## src/rtl/lrsc_pkg.sv

```systemverilog
package lrsc_pkg;

   // result code carried on sc_fail
   typedef enum logic {
      SC_PASS = 1'b0,
      SC_FAIL = 1'b1
   } sc_code_e;

endpackage

```

## src/rtl/lrsc_word_cmp.sv

```systemverilog
module lrsc_word_cmp #(
   parameter int WORD_W = 30
) (
   input  logic [WORD_W-1:0] held_word,
   input  logic [WORD_W-1:0] probe_word,
   output logic              same_word
);
   assign same_word = (held_word == probe_word);
endmodule

```

## src/rtl/lrsc_resv_store.sv

```systemverilog
module lrsc_resv_store #(
   parameter int WORD_W = 30
) (
   input  logic              clk,
   input  logic              rst_n,
   input  logic              take,
   input  logic [WORD_W-1:0] take_word,
   input  logic              drop,
   output logic              held,
   output logic [WORD_W-1:0] held_word
);
   // dropping beats taking when both arrive together
   always_ff @(posedge clk) begin
      if (!rst_n) begin
         held      <= 1'b0;
         held_word <= '0;
      end else if (drop) begin
         held      <= 1'b0;
      end else if (take) begin
         held      <= 1'b1;
         held_word <= take_word;
      end
   end
endmodule

```

## src/rtl/lrsc_result_reg.sv

```systemverilog
module lrsc_result_reg
   import lrsc_pkg::*;
(
   input  logic     clk,
   input  logic     rst_n,
   input  logic     fire,
   input  logic     pass,
   output logic     resp_valid,
   output sc_code_e resp_code
);
   always_ff @(posedge clk) begin
      if (!rst_n) begin
         resp_valid <= 1'b0;
         resp_code  <= SC_FAIL;
      end else begin
         resp_valid <= fire;
         if (fire) resp_code <= pass ? SC_PASS : SC_FAIL;
      end
   end
endmodule

```

## src/rtl/lrsc_tracker.sv

```systemverilog
module lrsc_tracker
   import lrsc_pkg::*;
#(
   parameter int ADDR_W       = 32,
   parameter int GRAN_LSB     = 2,
   parameter bit USE_EXT_KILL = 1'b1
) (
   input  logic              clk,
   input  logic              rst_n,
   input  logic              lr_fire,
   input  logic [ADDR_W-1:0] lr_addr,
   input  logic              sc_fire,
   input  logic [ADDR_W-1:0] sc_addr,
   input  logic              mode_chg,
   input  logic              ext_kill,
   output logic              sc_resp_valid,
   output logic              sc_fail
);
   localparam int WORD_W = ADDR_W - GRAN_LSB;

   // elaboration-time parameter checks
   generate
      if (ADDR_W < 2 || GRAN_LSB < 0 || GRAN_LSB >= ADDR_W) begin : g_bad_param
         $error("lrsc_tracker: GRAN_LSB must lie in 0..ADDR_W-1");
      end
   endgenerate

   logic              kill_eff;
   logic              drop_now;
   logic              held;
   logic [WORD_W-1:0] held_word;
   logic              word_hit;
   sc_code_e          code_q;

   // optional external invalidate
   generate
      if (USE_EXT_KILL) begin : g_kill_on
         assign kill_eff = ext_kill;
      end else begin : g_kill_off
         logic unused_kill;
         assign unused_kill = ext_kill;
         assign kill_eff    = 1'b0;
      end
   endgenerate

   // bits under the match granule do not take part in any decision
   generate
      if (GRAN_LSB > 0) begin : g_low_bits
         logic unused_low;
         assign unused_low = ^{lr_addr[GRAN_LSB-1:0], sc_addr[GRAN_LSB-1:0]};
      end
   endgenerate

   assign drop_now = sc_fire | mode_chg | kill_eff;

   lrsc_resv_store #(.WORD_W(WORD_W)) store_i (
      .clk       (clk),
      .rst_n     (rst_n),
      .take      (lr_fire),
      .take_word (lr_addr[ADDR_W-1:GRAN_LSB]),
      .drop      (drop_now),
      .held      (held),
      .held_word (held_word)
   );

   lrsc_word_cmp #(.WORD_W(WORD_W)) cmp_i (
      .held_word  (held_word),
      .probe_word (sc_addr[ADDR_W-1:GRAN_LSB]),
      .same_word  (word_hit)
   );

   lrsc_result_reg res_i (
      .clk        (clk),
      .rst_n      (rst_n),
      .fire       (sc_fire),
      .pass       (held & word_hit),
      .resp_valid (sc_resp_valid),
      .resp_code  (code_q)
   );

   assign sc_fail = (code_q == SC_FAIL);
endmodule

```

## config.mk

```make
export PLATFORM = sky130hd
export DESIGN_NAME = lrsc_tracker
export DESIGN_NICKNAME = d
export VERILOG_FILES = /design/src/rtl/lrsc_pkg.sv /design/src/rtl/lrsc_word_cmp.sv /design/src/rtl/lrsc_resv_store.sv /design/src/rtl/lrsc_result_reg.sv /design/src/rtl/lrsc_tracker.sv
export SDC_FILE = /design/constraint.sdc
export NUM_CORES = 1
export LEC_CHECK = 0
export ABC_AREA = 1
export BUFFER_PORTS_ARGS = -buffer_cell sky130_fd_sc_hd__buf_2
export CAP_MARGIN = 20
export CORE_MARGIN = 8
export CORE_UTILIZATION = 50
export DETAILED_ROUTE_END_ITERATION = 6
export GPL_TIMING_DRIVEN = 0
export PLACE_DENSITY_LB_ADDON = 0.1
export SLEW_MARGIN = 20
export SYNTH_ARGS = -nofsm -noshare
export SYNTH_HDL_FRONTEND = slang
export SYNTH_HIERARCHICAL = 1
export SYNTH_SLANG_ARGS = --single-unit
```

## constraint.sdc

```tcl
create_clock -name clk -period 1.5 [get_ports clk]
set_clock_uncertainty 0.2 [all_clocks]
set_input_delay 0.15 -clock clk [delete_from_list [all_inputs] [get_ports clk]]
set_output_delay 0.15 -clock clk [all_outputs]
set_load 0.1 [all_outputs]
```

==> metrics.txt <==
# TYPE chip_impl_metric gauge
chip_impl_info{name="status",value="finished, violations left"} 1
chip_impl_info{name="violations",value="negative hold slack, negative setup slack"} 1
chip_impl_info{name="setup.worst_path.end_class",value="register"} 1
chip_impl_info{name="critical_path.startpoint",value="store_i/held_word[3]"} 1
chip_impl_metric{name="final_net_count",unit=""} 551
chip_impl_metric{name="clock-sinks",unit=""} 33
chip_impl_metric{name="syn-mean-instance-area",unit="µm²"} 5.393
chip_impl_metric{name="timing.setup.tns",unit="ns"} -0.002315
chip_impl_metric{name="totalWireLength",unit="mm"} 5.317
chip_impl_metric{name="coreArea",unit="µm²"} 3943
chip_impl_metric{name="slew_headroom",unit="%"} 67.43
chip_impl_info{name="min_from",value="sc_fire"} 1
chip_impl_metric{name="ctsHoldBuffers",unit=""} 34
chip_impl_metric{name="mapped_nets",unit=""} 444
chip_impl_metric{name="p_clk_share",unit="%"} 35.1
chip_impl_info{name="hp-class",value="input port to register"} 1
chip_impl_metric{name="post-cts-setup-buffers",unit=""} 0
chip_impl_info{name="tritoncts",value="done"} 1
chip_impl_metric{name="power_density",unit="nW/µm²"} 726.6
chip_impl_metric{name="std_cell_rows",unit=""} 23
chip_impl_info{name="rsz_0062_raised_after_global_routing",value="yes"} 1
chip_impl_metric{name="synthToLayoutAreaGrowth",unit="%"} 42.99
chip_impl_metric{name="globalRouteOverflowTotal",unit=""} 0
chip_impl_metric{name="fp.dieW",unit="µm"} 79.51
chip_impl_metric{name="total_switching_power",unit="µW"} 558.4
chip_impl_metric{name="synth.distinct_cells",unit=""} 13
chip_impl_metric{name="cts_buffers",unit=""} 5
chip_impl_metric{name="vias",unit=""} 2308
chip_impl_metric{name="clock_path_buffers",unit=""} 2
chip_impl_metric{name="synth_seq_area_share",unit="%"} 32.75
chip_impl_metric{name="n_antenna_cell",unit=""} 0
chip_impl_info{name="setup.worst_path.class",value="register to register"} 1
chip_impl_metric{name="p_int",unit="µW"} 1537
chip_impl_metric{name="layout_fillers",unit=""} 359
chip_impl_metric{name="grt_util_all_layers",unit="%"} 17.39
chip_impl_info{name="r2r-start",value="store_i/held_word[3]"} 1
chip_impl_metric{name="port_buffers",unit=""} 67
chip_impl_metric{name="starting_density_of_the_core",unit="%"} 51.16
chip_impl_metric{name="hold_ws",unit="ns"} -0.08085
chip_impl_metric{name="ios",unit=""} 72
chip_impl_metric{name="hold_violations",unit=""} 1
chip_impl_metric{name="die_height",unit="µm"} 79.51
chip_impl_metric{name="peak_supply_drop",unit="µV"} 577.4
chip_impl_metric{name="cts.clk_slew.worst_paths",unit="ns"} 0.07
chip_impl_metric{name="drt-wirelength-per-cell",unit="µm"} 9.994
chip_impl_metric{name="setup_viol",unit=""} 1
chip_impl_metric{name="power",unit="µW"} 2096
chip_impl_metric{name="proportion_of_total_power_due_to_net_switching",unit="%"} 26.65
chip_impl_metric{name="finalMaxSlewViolations",unit=""} 0
chip_impl_info{name="setup.worst_path.start_class",value="register"} 1
chip_impl_metric{name="achievable-frequency",unit="MHz"} 665.6
chip_impl_metric{name="grt_antenna_before_repair",unit=""} 0
chip_impl_metric{name="final_cycle_utilization_of_the_critical_path",unit="%"} 100.2
chip_impl_metric{name="synth.ff_latch_count",unit=""} 33
chip_impl_metric{name="worst_slack",unit="ns"} -0.002315
chip_impl_info{name="regToRegEndpoint",value="res_i/resp_code"} 1
chip_impl_metric{name="maxCapViolCount",unit=""} 0
chip_impl_metric{name="synth_cells",unit=""} 374
chip_impl_metric{name="clk-insertion-delay-late",unit="ns"} 0.28
chip_impl_metric{name="synthesis.yosys.warnings",unit=""} 6
chip_impl_metric{name="drive_above_1_share",unit="%"} 21.99
chip_impl_metric{name="drt_drc_violations_left",unit=""} 0
chip_impl_metric{name="grt_pass1_wl",unit="mm"} 8.983
chip_impl_metric{name="syn-cell-area",unit="µm²"} 2017
chip_impl_metric{name="worstPathArrival",unit="ns"} 1.47
chip_impl_metric{name="cts.htree.levels",unit=""} 2
chip_impl_metric{name="power.share.sequential",unit="%"} 44.4
chip_impl_metric{name="maximum_number_of_pins_on_one_net_before_global_route_repair",unit=""} 11
chip_impl_metric{name="reg2reg_slack",unit="ns"} -0.002
chip_impl_metric{name="detail-route-antenna-nets",unit=""} 0
chip_impl_metric{name="die_area",unit="µm²"} 6322
chip_impl_metric{name="detailed_place_hpwl",unit="mm"} 3.591
chip_impl_metric{name="critical_path.max_fanout",unit=""} 3
chip_impl_metric{name="drt-initial-drc-count",unit=""} 113
chip_impl_metric{name="finalCriticalPeriod",unit="ns"} 1.502
chip_impl_metric{name="worstPathRequired",unit="ns"} 1.47
chip_impl_info{name="cts.root.buffer_cell",value="sky130_fd_sc_hd__clkbuf_8"} 1
chip_impl_metric{name="grt_pass1_vias",unit=""} 2219
chip_impl_metric{name="vias_per_cell",unit=""} 4.338
chip_impl_metric{name="pwr-share-comb",unit="%"} 20.5
chip_impl_metric{name="timing_worst_slew_pin_value",unit="ns"} 0.4920
chip_impl_metric{name="detailedRoute.firstPassIterationCount",unit=""} 4
chip_impl_metric{name="finalWeightedCongestion",unit=""} 0.7402
chip_impl_info{name="timing.hold.worst_endpoint",value="res_i/resp_code"} 1
chip_impl_metric{name="timing.hold.worst_path_depth",unit=""} 3
chip_impl_metric{name="power_leakage",unit="µW"} 0.001635
chip_impl_metric{name="reg2reg_depth",unit=""} 13
-- how the worst max path moves through the flow --
stage                           end  slack [ns]  cells past startpoint
floorplan           res_i/resp_code        0.10                      2
global placement    res_i/resp_code      -0.009                     13
detailed placement  res_i/resp_code       -0.02                     13
CTS                 res_i/resp_code       0.003                     13
global route        res_i/resp_code       -0.18                     13
finish              res_i/resp_code      -0.002                     13
-- cell type report --
cell class,count,area [µm²],share of cell area (%)
Multi-Input combinational cell,243,987.2,34.23
Sequential cell,33,675.6,23.43
Timing Repair Buffer,100,670.6,23.25
Inverter,86,322.8,11.19
Clock buffer,7,96.34,3.341
Buffer,12,63.81,2.213
Tap cell,50,62.56,2.169
Clock inverter,1,5.005,0.1735
-- cell usage in the layout, fill, tap and decap left out --
master	n
sky130_fd_sc_hd__buf_1	3
sky130_fd_sc_hd__buf_2	72
sky130_fd_sc_hd__buf_4	4
sky130_fd_sc_hd__clkbuf_8	7
sky130_fd_sc_hd__clkinv_2	1
sky130_fd_sc_hd__dfxtp_1	21
sky130_fd_sc_hd__dfxtp_2	12
sky130_fd_sc_hd__dlygate4sd3_1	32
sky130_fd_sc_hd__dlymetal6s4s_1	1
sky130_fd_sc_hd__inv_1	84
sky130_fd_sc_hd__inv_2	2
sky130_fd_sc_hd__nand2_1	115
sky130_fd_sc_hd__nand2_2	1
sky130_fd_sc_hd__nand3_1	31
sky130_fd_sc_hd__nor2_1	85
sky130_fd_sc_hd__nor2_2	7
sky130_fd_sc_hd__o21ai_0	1
sky130_fd_sc_hd__xnor2_1	2
sky130_fd_sc_hd__xor2_1	1
-- what timing repair did --
action | in CTS | in global routing
endpoints found under the hold margin | 33 | 1
pin swaps | 5 | 12
resized for setup | 4 | 18
setup endpoints to repair | 1 | 12
-- synth_stat cells (all sizes together) --
cell / instances / area share (%)
nand2: 116 / 22
nand3: 31 / 7.7
buf: 12 / 3.2
nor2: 92 / 17
dfxtp: 33 / 33
inv: 86 / 16
o21ai: 1 / 0.25
xnor2: 2 / 0.87
xor2: 1 / 0.43
-- worst max-delay path: stages (launching register included) --
cell	delay, ns
sky130_fd_sc_hd__dfxtp_2	0.33
sky130_fd_sc_hd__inv_1	0.04
sky130_fd_sc_hd__nand2_1	0.05
sky130_fd_sc_hd__nand2_1	0.06
sky130_fd_sc_hd__nor2_2	0.12
sky130_fd_sc_hd__nand2_1	0.09
sky130_fd_sc_hd__nor2_2	0.10
sky130_fd_sc_hd__nand2_1	0.06
sky130_fd_sc_hd__nor2_1	0.10
sky130_fd_sc_hd__nand2_1	0.06
sky130_fd_sc_hd__inv_1	0.05
sky130_fd_sc_hd__inv_1	0.04
sky130_fd_sc_hd__nand2_1	0.05
sky130_fd_sc_hd__nand3_1	0.06
-- per-layer routing --
metal | GRT usage [%] | wire length, µm
met1 | 18.42 | 2180
met2 | 31.30 | 2642
met3 | 4.617 | 368
met5 | 0 | 0
met4 | 7.778 | 125
-- flip-flops by register name, indices dropped and copies added, names as in the netlist --
name	count
res_i/resp_valid	1
store_i/held	1
store_i/held_word	30
res_i/resp_code	1
-- metrics by stage --
step | utilization (%) | setup slack, ns | hold WS, ns | cells | instance area, µm²
after floorplan | - | 0.1041 | 0.03460 | 374 | 2017
after global placement | 61.25 | -0.009471 | 0.1766 | 491 | 2415
after detailed placement | 61.25 | -0.02294 | 0.1816 | 491 | 2415
after CTS | 72.61 | 0.002568 | 0.001949 | 533 | 2863
after global routing | 73.15 | -0.1820 | -0.04640 | 532 | 2884
final | 73.15 | -0.002315 | -0.08085 | 532 | 2884
-- logic make-up after synthesis --
family	Yosys count	synth area share (%)
flops	33	32.75
compound gates	1	0.2479
simple gates	239	46.53
xor+xnor	3	1.303
buf+inv	98	19.17
-- power by group through the flow --
stage / clock network, µW / logic [µW] / registers (µW)
2_1_floorplan: 0 / 197 / 964
3_3_place_gp: 0 / 344 / 946
3_5_place_dp: 0 / 350 / 947
4_1_cts: 758 / 418 / 928
5_1_grt: 794 / 488 / 933
6_report: 736 / 430 / 930
Power figures use the tool's default switching activity.
